<file path="src/rtl/retire_pkg.sv">
// Package retire_pkg
// Shared default widths for the retirement gate. All consumers take these
// as parameter defaults so that one place sets the configuration.
package retire_pkg;
    localparam int unsigned SLOTS_DFLT = 4;
    localparam int unsigned PC_W_DFLT  = 32;
    localparam int unsigned CAUSE_W_DFLT = 5;
endpackage

</file>
<file path="src/rtl/retire_pick.sv">
// Module retire_pick
// Combinational scan of a group in program order (slot 0 oldest).
// Produces the retire mask, a one-hot marker for the oldest valid faulting
// slot, and that slot's PC and cause. Assumes the caller has already
// cleared valid bits for groups that must be dropped.
module retire_pick #(
    parameter int unsigned SLOTS   = retire_pkg::SLOTS_DFLT,
    parameter int unsigned PC_W    = retire_pkg::PC_W_DFLT,
    parameter int unsigned CAUSE_W = retire_pkg::CAUSE_W_DFLT
) (
    input  logic                       clk,
    input  logic                       rst_n,
    input  logic [SLOTS-1:0]           vld,
    input  logic [SLOTS-1:0]           flt,
    input  logic [SLOTS*CAUSE_W-1:0]   cause_bus,
    input  logic [SLOTS*PC_W-1:0]      pc_bus,
    output logic [SLOTS-1:0]           keep,
    output logic [SLOTS-1:0]           first_flt,
    output logic                       any_flt,
    output logic [PC_W-1:0]            sel_pc,
    output logic [CAUSE_W-1:0]         sel_cause
);
    logic [SLOTS:0]   older_flt;   // older_flt[i]: some slot below i faults
    logic [SLOTS-1:0] hit;

    assign older_flt[0] = 1'b0;

    genvar gi;
    generate
        for (gi = 0; gi < SLOTS; gi++) begin : g_scan
            // Per-slot: detect fault, propagate "older fault seen", gate retire
            assign hit[gi]           = vld[gi] & flt[gi];
            assign older_flt[gi + 1] = older_flt[gi] | hit[gi];
            assign keep[gi]          = vld[gi] & ~flt[gi] & ~older_flt[gi];
            assign first_flt[gi]     = hit[gi] & ~older_flt[gi];
        end
    endgenerate

    assign any_flt = older_flt[SLOTS];

    // AND-OR select of the winning slot's PC and cause
    always_comb begin
        sel_pc    = '0;
        sel_cause = '0;
        for (int i = 0; i < SLOTS; i++) begin
            if (first_flt[i]) begin
                sel_pc    = sel_pc    | pc_bus[i*PC_W +: PC_W];
                sel_cause = sel_cause | cause_bus[i*CAUSE_W +: CAUSE_W];
            end
        end
    end

    // at most one slot may be chosen as the trap source
    a_r6_single_winner: assert property (@(posedge clk) disable iff (!rst_n)
        $onehot0(first_flt));
    // a retiring slot and the winning fault never overlap
    a_r5_no_keep_on_fault: assert property (@(posedge clk) disable iff (!rst_n)
        (keep & first_flt) == '0);
endmodule

</file>
<file path="src/rtl/trap_latch.sv">
// Module trap_latch
// Holds the trap PC and trap cause. Loads on a load strobe, otherwise
// holds. Synchronous active-low reset clears both to zero.
module trap_latch #(
    parameter int unsigned PC_W    = retire_pkg::PC_W_DFLT,
    parameter int unsigned CAUSE_W = retire_pkg::CAUSE_W_DFLT
) (
    input  logic               clk,
    input  logic               rst_n,
    input  logic               load,
    input  logic [PC_W-1:0]    pc_in,
    input  logic [CAUSE_W-1:0] cause_in,
    input  logic               pulse_seen,
    output logic [PC_W-1:0]    pc_q,
    output logic [CAUSE_W-1:0] cause_q
);
    // Capture the trap PC/cause on a taken fault
    always_ff @(posedge clk) begin
        if (!rst_n) begin
            pc_q    <= '0;
            cause_q <= '0;
        end else if (load) begin
            pc_q    <= pc_in;
            cause_q <= cause_in;
        end
    end

    // registers change only alongside the flush pulse
    a_r9_hold_trap: assert property (@(posedge clk) disable iff (!rst_n)
        !pulse_seen |-> ($stable(pc_q) && $stable(cause_q)));
endmodule

</file>
<file path="src/rtl/retire_gate.sv">
// Module retire_gate (top)
// In-order multi-slot retirement with precise traps. Registers one cycle
// of latency from group to strobes. Assumes slots arrive in program order
// with slot 0 oldest; a group offered while flush_req is high is dropped.
module retire_gate #(
    parameter int unsigned SLOTS   = retire_pkg::SLOTS_DFLT,
    parameter int unsigned PC_W    = retire_pkg::PC_W_DFLT,
    parameter int unsigned CAUSE_W = retire_pkg::CAUSE_W_DFLT
) (
    input  logic                     clk,
    input  logic                     rst_n,
    input  logic [SLOTS-1:0]         grp_valid,
    input  logic [SLOTS-1:0]         grp_fault,
    input  logic [SLOTS*CAUSE_W-1:0] grp_cause,
    input  logic [SLOTS*PC_W-1:0]    grp_pc,
    output logic [SLOTS-1:0]         retire,
    output logic                     flush_req,
    output logic [PC_W-1:0]          trap_pc,
    output logic [CAUSE_W-1:0]       trap_cause
);
    logic [SLOTS-1:0]   eff_valid;
    logic [SLOTS-1:0]   keep;
    logic [SLOTS-1:0]   first_flt;
    logic               any_flt;
    logic [PC_W-1:0]    sel_pc;
    logic [CAUSE_W-1:0] sel_cause;
    logic [SLOTS-1:0]   retire_q;
    logic               flush_q;

    // Drop the group that arrives during the flush cycle
    always_comb begin
        eff_valid = flush_q ? '0 : grp_valid;
    end

    retire_pick #(.SLOTS(SLOTS), .PC_W(PC_W), .CAUSE_W(CAUSE_W)) u_pick (
        .clk       (clk),
        .rst_n     (rst_n),
        .vld       (eff_valid),
        .flt       (grp_fault),
        .cause_bus (grp_cause),
        .pc_bus    (grp_pc),
        .keep      (keep),
        .first_flt (first_flt),
        .any_flt   (any_flt),
        .sel_pc    (sel_pc),
        .sel_cause (sel_cause)
    );

    trap_latch #(.PC_W(PC_W), .CAUSE_W(CAUSE_W)) u_trap (
        .clk        (clk),
        .rst_n      (rst_n),
        .load       (any_flt),
        .pc_in      (sel_pc),
        .cause_in   (sel_cause),
        .pulse_seen (flush_q),
        .pc_q       (trap_pc),
        .cause_q    (trap_cause)
    );

    // Register retire strobes and the flush request
    always_ff @(posedge clk) begin
        if (!rst_n) begin
            retire_q <= '0;
            flush_q  <= 1'b0;
        end else begin
            retire_q <= keep;
            flush_q  <= any_flt;
        end
    end

    assign retire    = retire_q;
    assign flush_req = flush_q;

    // flush is a single-cycle pulse
    a_r7_flush_pulse: assert property (@(posedge clk) disable iff (!rst_n)
        flush_req |=> !flush_req);
    // the group offered during flush produces no retirement
    a_r8_drop_after_flush: assert property (@(posedge clk) disable iff (!rst_n)
        flush_req |=> (retire == '0));
    // only slots that were valid may retire
    a_r3_valid_only: assert property (@(posedge clk) disable iff (!rst_n)
        (retire & ~$past(grp_valid)) == '0);
endmodule

</file>
<file path="config.mk">
export PLATFORM = sky130hd
export DESIGN_NAME = retire_gate
export DESIGN_NICKNAME = d
export VERILOG_FILES = /design/src/rtl/retire_pkg.sv /design/src/rtl/retire_pick.sv /design/src/rtl/trap_latch.sv /design/src/rtl/retire_gate.sv
export SDC_FILE = /design/constraint.sdc
export NUM_CORES = 1
export LEC_CHECK = 0
export BUFFER_PORTS_ARGS = -buffer_cell sky130_fd_sc_hd__buf_2
export CAP_MARGIN = 20
export CELL_PAD_IN_SITES_DETAIL_PLACEMENT = 1
export CELL_PAD_IN_SITES_GLOBAL_PLACEMENT = 1
export CORE_UTILIZATION = 25
export CTS_BUF_LIST = sky130_fd_sc_hd__clkbuf_4
export CTS_CLUSTER_SIZE = 40
export DETAILED_ROUTE_END_ITERATION = 7
export PLACE_DENSITY_LB_ADDON = 0.2
export REMOVE_ABC_BUFFERS = 1
export SETUP_SLACK_MARGIN = 0.4
export SYNTH_ARGS = -nofsm -noshare
export SYNTH_HDL_FRONTEND = slang
export SYNTH_SLANG_ARGS = --single-unit
</file>
<file path="constraint.sdc">
create_clock -name clk -period 1.34 [get_ports clk]
set_input_delay 0.268 -clock clk [delete_from_list [all_inputs] [get_ports clk]]
set_output_delay 0.268 -clock clk [all_outputs]
set_load 0.05 [all_outputs]
</file>
# After elaboration in Yosys (flattened, before gate mapping)
# Index checks and enable logic that the tools add are counted.
totals:
  output_inout_bits: 42
  ff_bits: 42
  elab_cells: 43
classes:
  muxes: 9
  bitwise_logic: 30
ops:
  columns: ["cell", "count"]
  rows:
  - ["32-bit two-way mux", 4]
  - ["32-bit OR", 3]
  - ["5-bit two-way mux", 4]
  - ["5-bit OR", 3]
  - ["1-bit AND", 14]
  - ["1-bit NOT", 7]
  - ["4-bit two-way mux", 1]
  - ["1-bit OR", 3]

# Longest topological paths before layout
logic_depth:
  depth_word: 9
  depth_mapped: 7

# Cells and area by module
# Synthesis repeated with hierarchy kept, for this count alone.
hier_totals:
  hier_cells: 321
  area_unflattened_um2: 2740.1
by_module_without_submodules:
  columns: ["module", "n_inst", "cells_per_inst", "area_each_um2"]
  rows:
  - ["trap_latch", 1, 118, 1425.1]
  - ["retire_pick", 1, 189, 1158.6]
  - ["retire_gate", 1, 14, 156.4]

# Worst setup path after synthesis
# Ideal clock, no wire load.
synth_timing:
  path_kind: "reg2reg"
  from: "register flush_q (netlist: flush_req)"
  to: "register u_trap.pc_q[10]"
  slack_ps: -436
  t_arrival_ps: 1689
  path_stages_with_launch: 7
  n_path_buf: 2
  setup_time_ps: 87
  required_ps: 1253
  cell_sequence: "dfxtp_1 > buf_4 > nand3b_4 > a2bb2oi_4 > buf_2 > o21ai_0 > a221oi_2"
synth_between:
  elab_chain_cells: 9
  word_cells_on_any_way: 21
synth_lines:
  columns: ["item", "line_no", "text"]
  rows:
  - ["start: declaration", "retire_gate.sv:28", "logic flush_q;"]
  - ["start signal: assignment", "retire_gate.sv:67", "flush_q <= any_flt;"]
  - ["4-bit two-way mux (*)", "retire_gate.sv:32", "eff_valid = flush_q ? '0 : grp_valid;"]
  - ["1-bit AND", "retire_pick.sv:32", "assign hit[gi] = vld[gi] & flt[gi];"]
  - ["32-bit two-way mux / 1-bit NOT (equally long branches)", "retire_pick.sv:46, retire_pick.sv:35", null]
  - ["32-bit OR / 1-bit AND (equally long branches)", "retire_pick.sv:47, retire_pick.sv:35", null]
  - ["32-bit two-way mux", "retire_pick.sv:46", "if (first_flt[i]) begin"]
  - ["32-bit OR", "retire_pick.sv:47", "sel_pc = sel_pc | pc_bus[i*PC_W +: PC_W];"]
  - ["32-bit two-way mux", "retire_pick.sv:46", null]
  - ["32-bit OR", "retire_pick.sv:47", null]
  - ["32-bit two-way mux", "retire_pick.sv:46", null]
  - ["end signal: assignment", "trap_latch.sv:23", "pc_q <= pc_in;"]
  - ["end: declaration", "trap_latch.sv:14", "output logic [PC_W-1:0] pc_q,"]
# Mark *: on every way between the ends. The rest lies on a longest branch, timed or not.
# A chain may end at the register's enable or synchronous reset.

# Worst setup path in the final report
layout_timing:
  from: "register flush_q (netlist: flush_req)"
  to: "register u_trap.pc_q[23]"
# The elaborated chain is that of the path after synthesis.

==> impl_summary.txt <==
----------------------------------------------------
[STA]
  Final hold vios ... 0
  Endpoints failing setup ... 38
  Maximum achievable frequency ... ~0.68 GHz
  RSZ-0062 raised after global routing ... yes
  Setup TNS ... -2520 ps
  Worst-margin pin slew ... ~430 ps
  Final count of pins violating max slew ... 0
  Final Skew ... between 10 and 15 ps
  Final worst slack ... -120 ps
  Worst slew margin relative to its limit ... 0.714
  Share of the clock period used by the worst path after layout ... 1.09
  Time the final worst path needs with I/O delays and setup ... 1460 ps

[Layout]
  N_diodes ... 0
  Area of all placed cells without fillers ... roughly 0.0047 mm²
  Layout overhead on the synthesized area ... 91.4%
  Utilization after layout ... 0.499
  Final #Nets ... about 630
  Fraction of final layout cells with drive strength greater than 1 ... 0.767

[Drt]
  Count of vias placed by the detailed router ... 3040
  Aggregate routed wire length ... 11.0 mm
  First-pass detailed-route iteration total ... 5
  Initial drt markers ... about 160
  Drt via density ... 5.10
  Antenna violation net count after detailed routing ... 0
  # DRC ... 0
  Wire length per cell ... around 18 µm

[Synthesis]
  Synth Area per Inst ... 10.1 µm²
  Distinct cell type count of the synthesized netlist ... 31
  Share of the yosys chip area belonging to registers ... 0.346
  Async set-reset flop share out of synthesis ... 0
  Most instantiated flip-flop cell in the synthesis netlist ... dfxtp_1
  Total standard cell area after synthesis ... between 0.002 and 0.0025 mm²
  Synth warnings ... 0
  Count of flip-flops with a built-in enable after synthesis ... 0
  XOR/XNOR Fraction of Synth Area ... 0
  Area fraction in compound gates after synthesis ... 0.462
  Main combinational cell family by area after synthesis ... compound AO/OA/AOI/OAI gates
  Multiplexer area fraction after synthesis ... 0
  Simple-gate portion of the synthesized area ... 0.0653
  Number of flip-flops and latches in the synthesized netlist ... 42
  Gate count after technology mapping ... around 240
  Adder-cell area share of the yosys netlist ... 0

[GRT]
  Initial antenna violation count ... 0
  Met2 track demand over resource ... 0.379
  Layer with the highest usage ... met2
  Via count of the first global-routing pass ... ~3000
  Overall global routing resource usage ... 0.198
  Met1 capacity usage during global routing ... 0.225
  Residual overflow from global routing ... 0
  Largest net degree at the start of global routing ... 26
  Global-route wire length before repair ... roughly 15 mm
  Met3 usage ... 0.0305

[Clock network]
  Clock root buffer ... clkbuf_4
  CTS Sinks ... 42
  H-Tree Depth ... 2
  Clock Pin Slew Worst Setup and Hold Paths ... about 140 ps
  Quantity of hold-fixing buffers added after cts ... 0
  Clock buffer count from CTS ... 5
  Insertion delay to the later sink of the worst-skew pair ... roughly 350 ps
  CTS tree ... built
  Max Buffers Root-to-Sink ... 2

[Worst setup path]
  Maximum fanout along the worst path ... 9
  CP endpoint kind ... flip-flop
  Critical Path RT ... 1560 ps
  Path type of the worst setup path ... reg2reg
  Worst Path Arrival ... approximately 1700 ps
  Startpoint type of the worst setup path ... flip-flop

[Die]
  Die width ... around 100 µm
  I/O pin count ... 200
  FP Rows ... 35
  Area enclosed by the die boundary ... 0.0101 mm²
  Core area ... just over 0.009 mm²
  Starting density of the core ... 0.261
  Height of the chip ... approximately 100 µm

[Placed design]
  Post-Place Cell Area ... 0.00372 mm²
  IO buf count ... 199
  Final weighted congestion in routability-driven placement ... ~0.76
  Half-perimeter wire length after placement ... about 7.4 mm
  Pre-CTS WS ... -318 ps

[Power and ir drop]
  Power per standard cell area ... 1010 mW/mm²
  Peak supply drop ... ~0.40 mV
  Leakage power of the design ... approximately 2.1 nW
  Design Power ... 4.70 mW

[Run]
  Number of maximum-capacitance violations ... 0

[Status]
  Failing checks ... negative setup slack
  Outcome ... finished with violations

[Worst hold path]
  Hold/Removal Path Class ... in2reg

----------------------------------------------------
area by class of cell:
| class | count | area (µm²) |
|---|---|---|
| clock buffers | 7 | 52.6 |
| fillers | 1067 | 4670 |
| inverters | 38 | 145 |
| multi-input cells | 136 | 1420 |
| flip-flops and latches | 42 | 896 |
| well taps | 129 | 161 |
| repair buffers | 244 | 1990 |
cell usage in the layout (no fill, tap or decap), drive strengths merged, types with 6 or more instances in the layout:
cell,instances
buf,240
dfxtp,42
inv,38
o21ai,37
a222oi,36
a221oi,36
clkbuf,11
nand2,6
final timing paths:
path | start | end | slack, ps | depth (start not counted)
worst max-delay path | flush_req$_SDFF_PN0_ | u_trap.pc_q[23]$_SDFFE_PN0P_ | -120 | 5
worst max register to register | flush_req$_SDFF_PN0_ | u_trap.pc_q[23]$_SDFFE_PN0P_ | -120 | 5
worst min-delay path | grp_fault[0] | retire[0]$_SDFF_PN0_ | 120 | 2
worst min register to register | u_trap.pc_q[25]$_SDFFE_PN0P_ | u_trap.pc_q[25]$_SDFFE_PN0P_ | 480 | 2
cells by family (layout without fill, tap and decap cells):
family	after synthesis	count (layout)
compound gates	114	114
buf+inv	63	289
flops	42	42
simple gates	22	22
sequential cells by signal, indices dropped and copies added (netlist names):
register,flops
flush_req,1
retire,4
u_trap.cause_q,5
u_trap.pc_q,32
Yosys cell counts (2+ instances only):
master    count  area (µm²)
buf_6         4        45.0
inv_1        37         139
nand2_1       6        22.5
a221oi_2     30         450
o21ai_0      36         180
a21oi_1       2        10.0
a221oi_1      6        52.6
buf_8         2        30.0
dfxtp_1      42         841
nor3_1        2        10.0
a222oi_1     36         360
nor4b_1       2        17.5
buf_4         2        15.0
nor2_1        2        7.51
clkbuf_1      7        26.3
buf_2        10        50.1
power by group:
| group | internal (mW) | switching (mW) | total, mW |
|---|---|---|---|
| clock network | 0.240 | 0.425 | 0.665 |
| registers | 1.43 | 0.138 | 1.57 |
| logic | 1.17 | 1.30 | 2.47 |
| total | 2.84 | 1.86 | 4.70 |
layer usage:
metal,part of all wire,up-vias,routed length [µm]
met1,0.41,1468,4470
met5,0,-,0
li1,-,1433,-
met4,0.0064,0,70
met2,0.52,135,5750
met3,0.061,4,674
critical path, cell delays in order, from the launching register on:
cell and delay, ps:
dfxtp_4 400, nand3b_1 300, buf_4 230, clkbuf_16 160, o21ai_1 170, a221oi_2 70
through the flow:
stage          hold slack (ps)  cells
6_report                   120    596
5_1_grt                   97.5    596
4_1_cts                   92.7    579
3_5_place_dp               448    569
3_3_place_gp               445    569
2_1_floorplan              339    216
repair_timing:
item | in CTS | in global routing
setup endpoints to repair | 84 | 84
pin swaps | 5 | 31
gates cloned | 0 | 6
resized for setup | 193 | 48
setup buffers | 3 | 11
No activity file was read; power rests on OpenSTA's default activity.
